==> src/rtl/lk_pkg.sv <==
package lk_pkg;
  localparam int unsigned WORD_W  = 32;
  localparam int unsigned PAR_BIT = WORD_W - 1;
  localparam int unsigned NPORT   = 2;

  typedef struct packed {
    logic rx_rst;
    logic rx_en;
    logic tx_rst;
    logic tx_en;
  } port_ctl_t;

  function automatic logic odd_fill(input logic [WORD_W-2:0] v);
    return ~(^v);
  endfunction
endpackage

==> src/rtl/lk_regs.sv <==
module lk_regs
  import lk_pkg::*;
(
  input  logic                 clk,
  input  logic                 rst,
  input  logic                 wr_en,
  input  logic                 wr_addr,
  input  logic [WORD_W-1:0]    wr_data,
  input  logic                 rd_addr,
  output logic [WORD_W-1:0]    rd_data,
  output logic                 parity_err,
  output logic                 sc_en,
  output logic                 swap,
  output port_ctl_t [NPORT-1:0] port_ctl,
  output logic                 restart,
  output logic                 fault
);
  localparam int unsigned FLD_W = $bits(port_ctl_t);
  localparam int unsigned X_LSB = 4;

  logic sc_en_n;
  logic wr_ok, clr, pair_bad;
  logic [WORD_W-2:0] cfg_body, ctl_body;

  assign wr_ok    = wr_en & (^wr_data);
  assign restart  = wr_ok & wr_addr & wr_data[0];
  assign clr      = wr_ok & wr_addr & wr_data[1];
  assign pair_bad = (sc_en == sc_en_n);

  always_ff @(posedge clk) begin
    if (rst) begin
      sc_en      <= 1'b1;
      sc_en_n    <= 1'b0;
      swap       <= 1'b0;
      port_ctl   <= '0;
      parity_err <= 1'b0;
    end else begin
      parity_err <= wr_en & ~(^wr_data);
      if (wr_ok && !wr_addr) begin
        sc_en   <= wr_data[0];
        sc_en_n <= wr_data[1];
        swap    <= wr_data[2];
      end
      if (wr_ok && wr_addr) begin
        for (int p = 0; p < NPORT; p++)
          port_ctl[p] <= wr_data[X_LSB + p*FLD_W +: FLD_W];
      end
    end
  end

  always_ff @(posedge clk) begin
    if (rst)           fault <= 1'b0;
    else if (pair_bad) fault <= 1'b1;
    else if (clr)      fault <= 1'b0;
  end

  assign cfg_body = {{(WORD_W-4){1'b0}}, swap, sc_en_n, sc_en};
  assign ctl_body = {{(WORD_W-1-X_LSB-NPORT*FLD_W){1'b0}}, port_ctl, {X_LSB{1'b0}}};

  always_ff @(posedge clk) begin
    if (rst) rd_data <= '0;
    else if (rd_addr) rd_data <= {odd_fill(ctl_body), ctl_body};
    else              rd_data <= {odd_fill(cfg_body), cfg_body};
  end

  assert_par_reject_R1: assert property (@(posedge clk) disable iff (rst)
    (wr_en && !(^wr_data)) |=> (parity_err && $stable(port_ctl) && $stable(swap) && $stable(sc_en)));
  assert_fault_set_R2: assert property (@(posedge clk) disable iff (rst)
    (sc_en == sc_en_n) |=> fault);
  assert_fault_sticky_R4: assert property (@(posedge clk) disable iff (rst)
    (fault && !(wr_en && wr_addr && wr_data[1])) |=> fault);
  assert_rd_odd_R1: assert property (@(posedge clk) disable iff (rst)
    $past(!rst) |-> (^rd_data));
endmodule

==> src/rtl/lk_timer.sv <==
module lk_timer #(
  parameter int unsigned FIRST_GAP = 8,
  parameter int unsigned PERIOD    = 512
) (
  input  logic clk,
  input  logic rst,
  input  logic restart,
  output logic due
);
  localparam int unsigned MAXV  = (FIRST_GAP > PERIOD) ? FIRST_GAP : PERIOD;
  localparam int unsigned CNT_W = $clog2(MAXV);

  logic             running;
  logic [CNT_W-1:0] cnt;

  assign due = running && (cnt == '0);

  always_ff @(posedge clk) begin
    if (rst) begin
      running <= 1'b0;
      cnt     <= '0;
    end else if (restart) begin
      running <= 1'b1;
      cnt     <= CNT_W'(FIRST_GAP - 1);
    end else if (running) begin
      if (cnt == '0) cnt <= CNT_W'(PERIOD - 1);
      else           cnt <= cnt - 1'b1;
    end
  end

  assert_restart_quiet_R7: assert property (@(posedge clk) disable iff (rst)
    restart |=> !due);
  assert_due_single_R6: assert property (@(posedge clk) disable iff (rst)
    (due && !restart) |=> !due);
endmodule

==> src/rtl/lk_xbar.sv <==
module lk_xbar
  import lk_pkg::*;
(
  input  logic                  clk,
  input  logic                  rst,
  input  logic                  swap,
  input  logic                  fault,
  input  logic                  due,
  input  port_ctl_t [NPORT-1:0] port_ctl,
  input  logic [NPORT-1:0]      req_log,
  output logic [NPORT-1:0]      phy_req,
  output logic [NPORT-1:0]      phy_ka,
  output logic [NPORT-1:0]      phy_tlb,
  output logic [NPORT-1:0]      phy_tx_on,
  output logic [NPORT-1:0]      phy_rx_on
);
  for (genvar i = 0; i < NPORT; i++) begin : g_phy
    logic      src;
    port_ctl_t pc;
    logic      tx_ok, rx_ok;

    assign src   = (i == 0) ? swap : ~swap;
    assign pc    = port_ctl[src];
    assign tx_ok = pc.tx_en & ~pc.tx_rst;
    assign rx_ok = pc.rx_en & ~pc.rx_rst;

    always_ff @(posedge clk) begin
      if (rst) begin
        phy_req[i]   <= 1'b0;
        phy_ka[i]    <= 1'b0;
        phy_tlb[i]   <= 1'b0;
        phy_tx_on[i] <= 1'b0;
        phy_rx_on[i] <= 1'b0;
      end else begin
        phy_req[i]   <= req_log[src];
        phy_ka[i]    <= due & tx_ok & ~fault;
        phy_tlb[i]   <= fault;
        phy_tx_on[i] <= tx_ok;
        phy_rx_on[i] <= rx_ok;
      end
    end
  end

  assert_tlb_both_R3: assert property (@(posedge clk) disable iff (rst)
    fault |=> (phy_tlb == '1 && phy_ka == '0));
  assert_swap_route_R9: assert property (@(posedge clk) disable iff (rst)
    swap |=> (phy_req == {$past(req_log[0]), $past(req_log[1])}));
  assert_ka_needs_tx_R8: assert property (@(posedge clk) disable iff (rst)
    (phy_ka & ~phy_tx_on) == '0);
endmodule

==> src/rtl/link_ctl_keepalive.sv <==
module link_ctl_keepalive #(
  parameter int unsigned FIRST_GAP = 8,
  parameter int unsigned KA_PERIOD = 512
) (
  input  logic        clk,
  input  logic        rst,
  input  logic        wr_en,
  input  logic        wr_addr,
  input  logic [31:0] wr_data,
  input  logic        rd_addr,
  output logic [31:0] rd_data,
  output logic        parity_err,
  output logic        sc_fault,
  output logic        sc_src_en,
  input  logic [1:0]  req_log,
  output logic [1:0]  phy_req,
  output logic [1:0]  phy_ka,
  output logic [1:0]  phy_tlb,
  output logic [1:0]  phy_tx_on,
  output logic [1:0]  phy_rx_on
);
  import lk_pkg::*;

  logic                  swap, restart, due;
  port_ctl_t [NPORT-1:0] port_ctl;

  lk_regs u_regs (
    .clk(clk), .rst(rst), .wr_en(wr_en), .wr_addr(wr_addr), .wr_data(wr_data),
    .rd_addr(rd_addr), .rd_data(rd_data), .parity_err(parity_err),
    .sc_en(sc_src_en), .swap(swap), .port_ctl(port_ctl),
    .restart(restart), .fault(sc_fault)
  );

  lk_timer #(.FIRST_GAP(FIRST_GAP), .PERIOD(KA_PERIOD)) u_timer (
    .clk(clk), .rst(rst), .restart(restart), .due(due)
  );

  lk_xbar u_xbar (
    .clk(clk), .rst(rst), .swap(swap), .fault(sc_fault), .due(due),
    .port_ctl(port_ctl), .req_log(req_log), .phy_req(phy_req), .phy_ka(phy_ka),
    .phy_tlb(phy_tlb), .phy_tx_on(phy_tx_on), .phy_rx_on(phy_rx_on)
  );
endmodule

==> config.mk <==
export PLATFORM = sky130hd
export DESIGN_NAME = link_ctl_keepalive
export DESIGN_NICKNAME = d
export VERILOG_FILES = /design/src/rtl/lk_pkg.sv /design/src/rtl/lk_regs.sv /design/src/rtl/lk_timer.sv /design/src/rtl/lk_xbar.sv /design/src/rtl/link_ctl_keepalive.sv
export SDC_FILE = /design/constraint.sdc
export NUM_CORES = 1
export LEC_CHECK = 0
export BUFFER_PORTS_ARGS = -buffer_cell sky130_fd_sc_hd__buf_2
export CORE_AREA = 5 5 74 76
export CTS_CLUSTER_SIZE = 20
export DETAILED_ROUTE_END_ITERATION = 7
export DIE_AREA = 0 0 79 81
export GPL_ROUTABILITY_DRIVEN = 0
export PLACE_DENSITY = 0.75
export SLEW_MARGIN = 20
export SYNTH_ARGS = -nofsm -noshare
export SYNTH_HDL_FRONTEND = slang
export SYNTH_SLANG_ARGS = --single-unit
==> constraint.sdc <==
create_clock -name clk -period 2.6 [get_ports clk]
set_clock_uncertainty 0.2 [all_clocks]
set_input_delay 0 -clock clk [delete_from_list [all_inputs] [get_ports clk]]
set_output_delay 0 -clock clk [all_outputs]
set_load 0.01 [all_outputs]
==> impl_metrics.tcl <==
set metrics [dict create \
    wirelength_um 4270 \
    dieArea_um2 6400 \
    area_growth_syn_to_layout_pct 24.3 \
    synth_warnings 0 \
    drt_first_pass_iters 4 \
    path_common_cell "dlygate4sd3_1" \
    grt_pass1_vias 1626 \
    crit_family "buffers and inverters" \
    maxCapViolCount 0 \
    place_ws_ns 0.468 \
    path_buf_inv 2 \
    final.setup.tns_ns 0 \
    ys.flop_type "dfxtp_1" \
    numCtsBuffers 5 \
    dp_cells 333 \
    cts_tree "yes" \
    fill_cells 415 \
    antenna_cells 0 \
    grt_max_degree 25 \
    min_period_ns 2.35 \
    timing.rr.start "u_regs.swap$_SDFFE_PP0P_" \
    finalMaxSlewViolations 0 \
    grt-ovfl-total 0 \
    cts_resized 0 \
    antenna_left 0 \
    dp_hpwl_um 3170 \
    final_cells 360 \
    worst_pin_slew_ns 0.683 \
    slew_headroom 0.544 \
    start_kind "flop" \
    cts_buffer_depth 2 \
    vias 1700 \
    grt_usage 0.141 \
    cts_hold_buf 20 \
    clkTransAtPathRegs_ns 0.08 \
    dieWidth_um 79 \
    max_stage_delay_ns 0.62 \
    hold_class "reg2reg" \
    drc 0 \
    netlist_area_um2 2160 \
    cts_sinks 44 \
    num_rows 25 \
    r2r_end "u_xbar.phy_req[0]$_SDFF_PP0_" \
    syn_avg_cell_area_um2 9.58 \
    yosysSeqAreaShare 0.407 \
    final_common_cell "buf_2" \
    fin_util 0.577 \
    layout-drive-gt1-share 0.242 \
    mostFrequentLayoutCells "buf_2, dfxtp_1, xnor2_1" \
    fin_crit_sh 0.904 \
    ir_drop_mv 0.464 \
    final_net_count 346 \
    setup_viol 0 \
    viasPerCell 4.72 \
    end_kind "flop" \
    timing.reg2reg.worst_path_depth 4 \
    crit_fanout 13 \
    holdCritStartpoint "u_regs.fault$_SDFFE_PP0P_" \
    ys_types 38 \
    clk_latency_ns 0.29 \
    worstPathCellList "mux2i_1 > dlygate4sd3_1 > nor2_1 > dlygate4sd3_1" \
    start_util 0.464 \
    io_buffers 63 \
    cts_root_buffer "clkbuf_8" \
    postCtsSetupBuffers 0 \
    hold_ws_ns 0.294 \
    hold-path-endpoint "u_xbar.phy_ka[0]$_SDFF_PP0_" \
    grt_setup_unrepaired "no" \
    die_y_um 81 \
    total_power_mw 2.16 \
    drt_iter0_drc 76 \
    crit_slowest_cell "dfxtp_1" \
    cp.required_ns 2.57 \
    worst-r2r-setup-slack_ns 0.25 \
    yosys_register_bits 44 \
    finalWorstSetupSlack_ns 0.250 \
    synth-edff-count 0 \
    syn-instance-count 226 \
    p_per_area_nw_per_um2 804 \
    p_leak_nw 1.15 \
    hold_depth 1 \
    h-tree-depth 2 \
    worstSetupPathType "reg2reg" \
    cp_data_arrival_time_ns 2.32 \
    wl_per_cell_um 11.8 \
    grt_pass1_wl_um 7130 \
    core-area_um2 4660 \
    stdcell_area_um2 2690 \
    synth-async-reset-ratio 0 \
    antenna_found_initial 0 \
    placed_cell_area_um2 2410 \
    pin_count 84 \
    status "complete, no violations" \
    timing.fmax_mhz 426 \
    final_hold_viol_count 0 \
]
## sequential cells by signal, summed over array words and instances (netlist names)
register and flops:
u_regs.port_ctl 8, u_regs.sc_en 1, u_xbar.phy_ka 2, u_regs.fault 1
u_xbar.phy_tlb 1, u_regs.rd_data 12, u_regs.parity_err 1, u_regs.swap 1
u_xbar.phy_req 2, u_xbar.phy_rx_on 2, u_timer.cnt 9, u_xbar.phy_tx_on 2
u_regs.sc_en_n 1, u_timer.running 1
## metal layers
layer  track usage  routed length, um  part of all wire
met5             0                  0                 0
met2         0.235               1980              0.46
met1         0.175               1890              0.44
met3        0.0377                339             0.079
met4        0.0567                 57             0.013
## Yosys cell counts (5+ instances only)
cell type,number,area [um2]
nor2_1,10,37.5
inv_1,5,18.8
buf_4,21,158
and2_1,11,68.8
mux2i_1,13,130
nand2_1,23,86.3
dfxtp_1,44,881
clkbuf_1,5,18.8
xnor2_1,38,333
xor2_1,7,61.3
## power by group
part | leakage [nW] | internal, mW | switching [mW]
Clock | 0.0410 | 0.183 | 0.206
Combinational | 0.755 | 0.425 | 0.417
Sequential | 0.358 | 0.811 | 0.120
## cell families (layout without fill, tap and decap cells)
group                      count (synthesis)  in the layout  synth area share
other                                      1             20           0.00173
and+or+nand+nor                           66             66             0.162
DFF                                       44             44             0.407
muxes                                     13             13            0.0601
xor gates and xnor gates                  46             46             0.190
buffers and inverters                     34             95             0.104
adders and majority gates                  1              1           0.00578
AOI/OAI and AO/OA                         21             21            0.0699
## worst max-delay path by stage
stage / startpoint / endpoint / slack (ns) / depth (start not counted)
floorplan: u_timer.cnt[4]$_SDFFE_PP0P_ / u_timer.cnt[5]$_SDFFE_PP0P_ / 0.76 / 4
finish: u_regs.swap$_SDFFE_PP0P_ / u_xbar.phy_req[0]$_SDFF_PP0_ / 0.25 / 4
CTS: wr_data[0] / u_regs.port_ctl[3]$_SDFFE_PP0N_ / 0.21 / 9
global placement: wr_data[0] / u_timer.cnt[8]$_SDFFE_PP0P_ / 0.51 / 8
global route: wr_data[0] / u_regs.port_ctl[3]$_SDFFE_PP0N_ / 0.08 / 9
detailed placement: wr_data[0] / u_timer.cnt[5]$_SDFFE_PP0P_ / 0.47 / 8
## area by class of cell
cell class              count  area (um2)  area share
inverters                   5        18.8     0.00698
multi-input cells         167        1130       0.420
flip-flops and latches     44         881       0.327
clock buffers               6        72.6      0.0270
well taps                  54        67.6      0.0251
repair buffers             83         515       0.192
clock inverters             1        5.00     0.00186
## worst register-to-register path: stages (launching register included)
cell and delay, ns:
dfxtp_1 0.62, mux2i_1 0.24, dlygate4sd3_1 0.56, nor2_1 0.04
dlygate4sd3_1 0.57
Note: power is estimated with default switching activity, not from simulation.
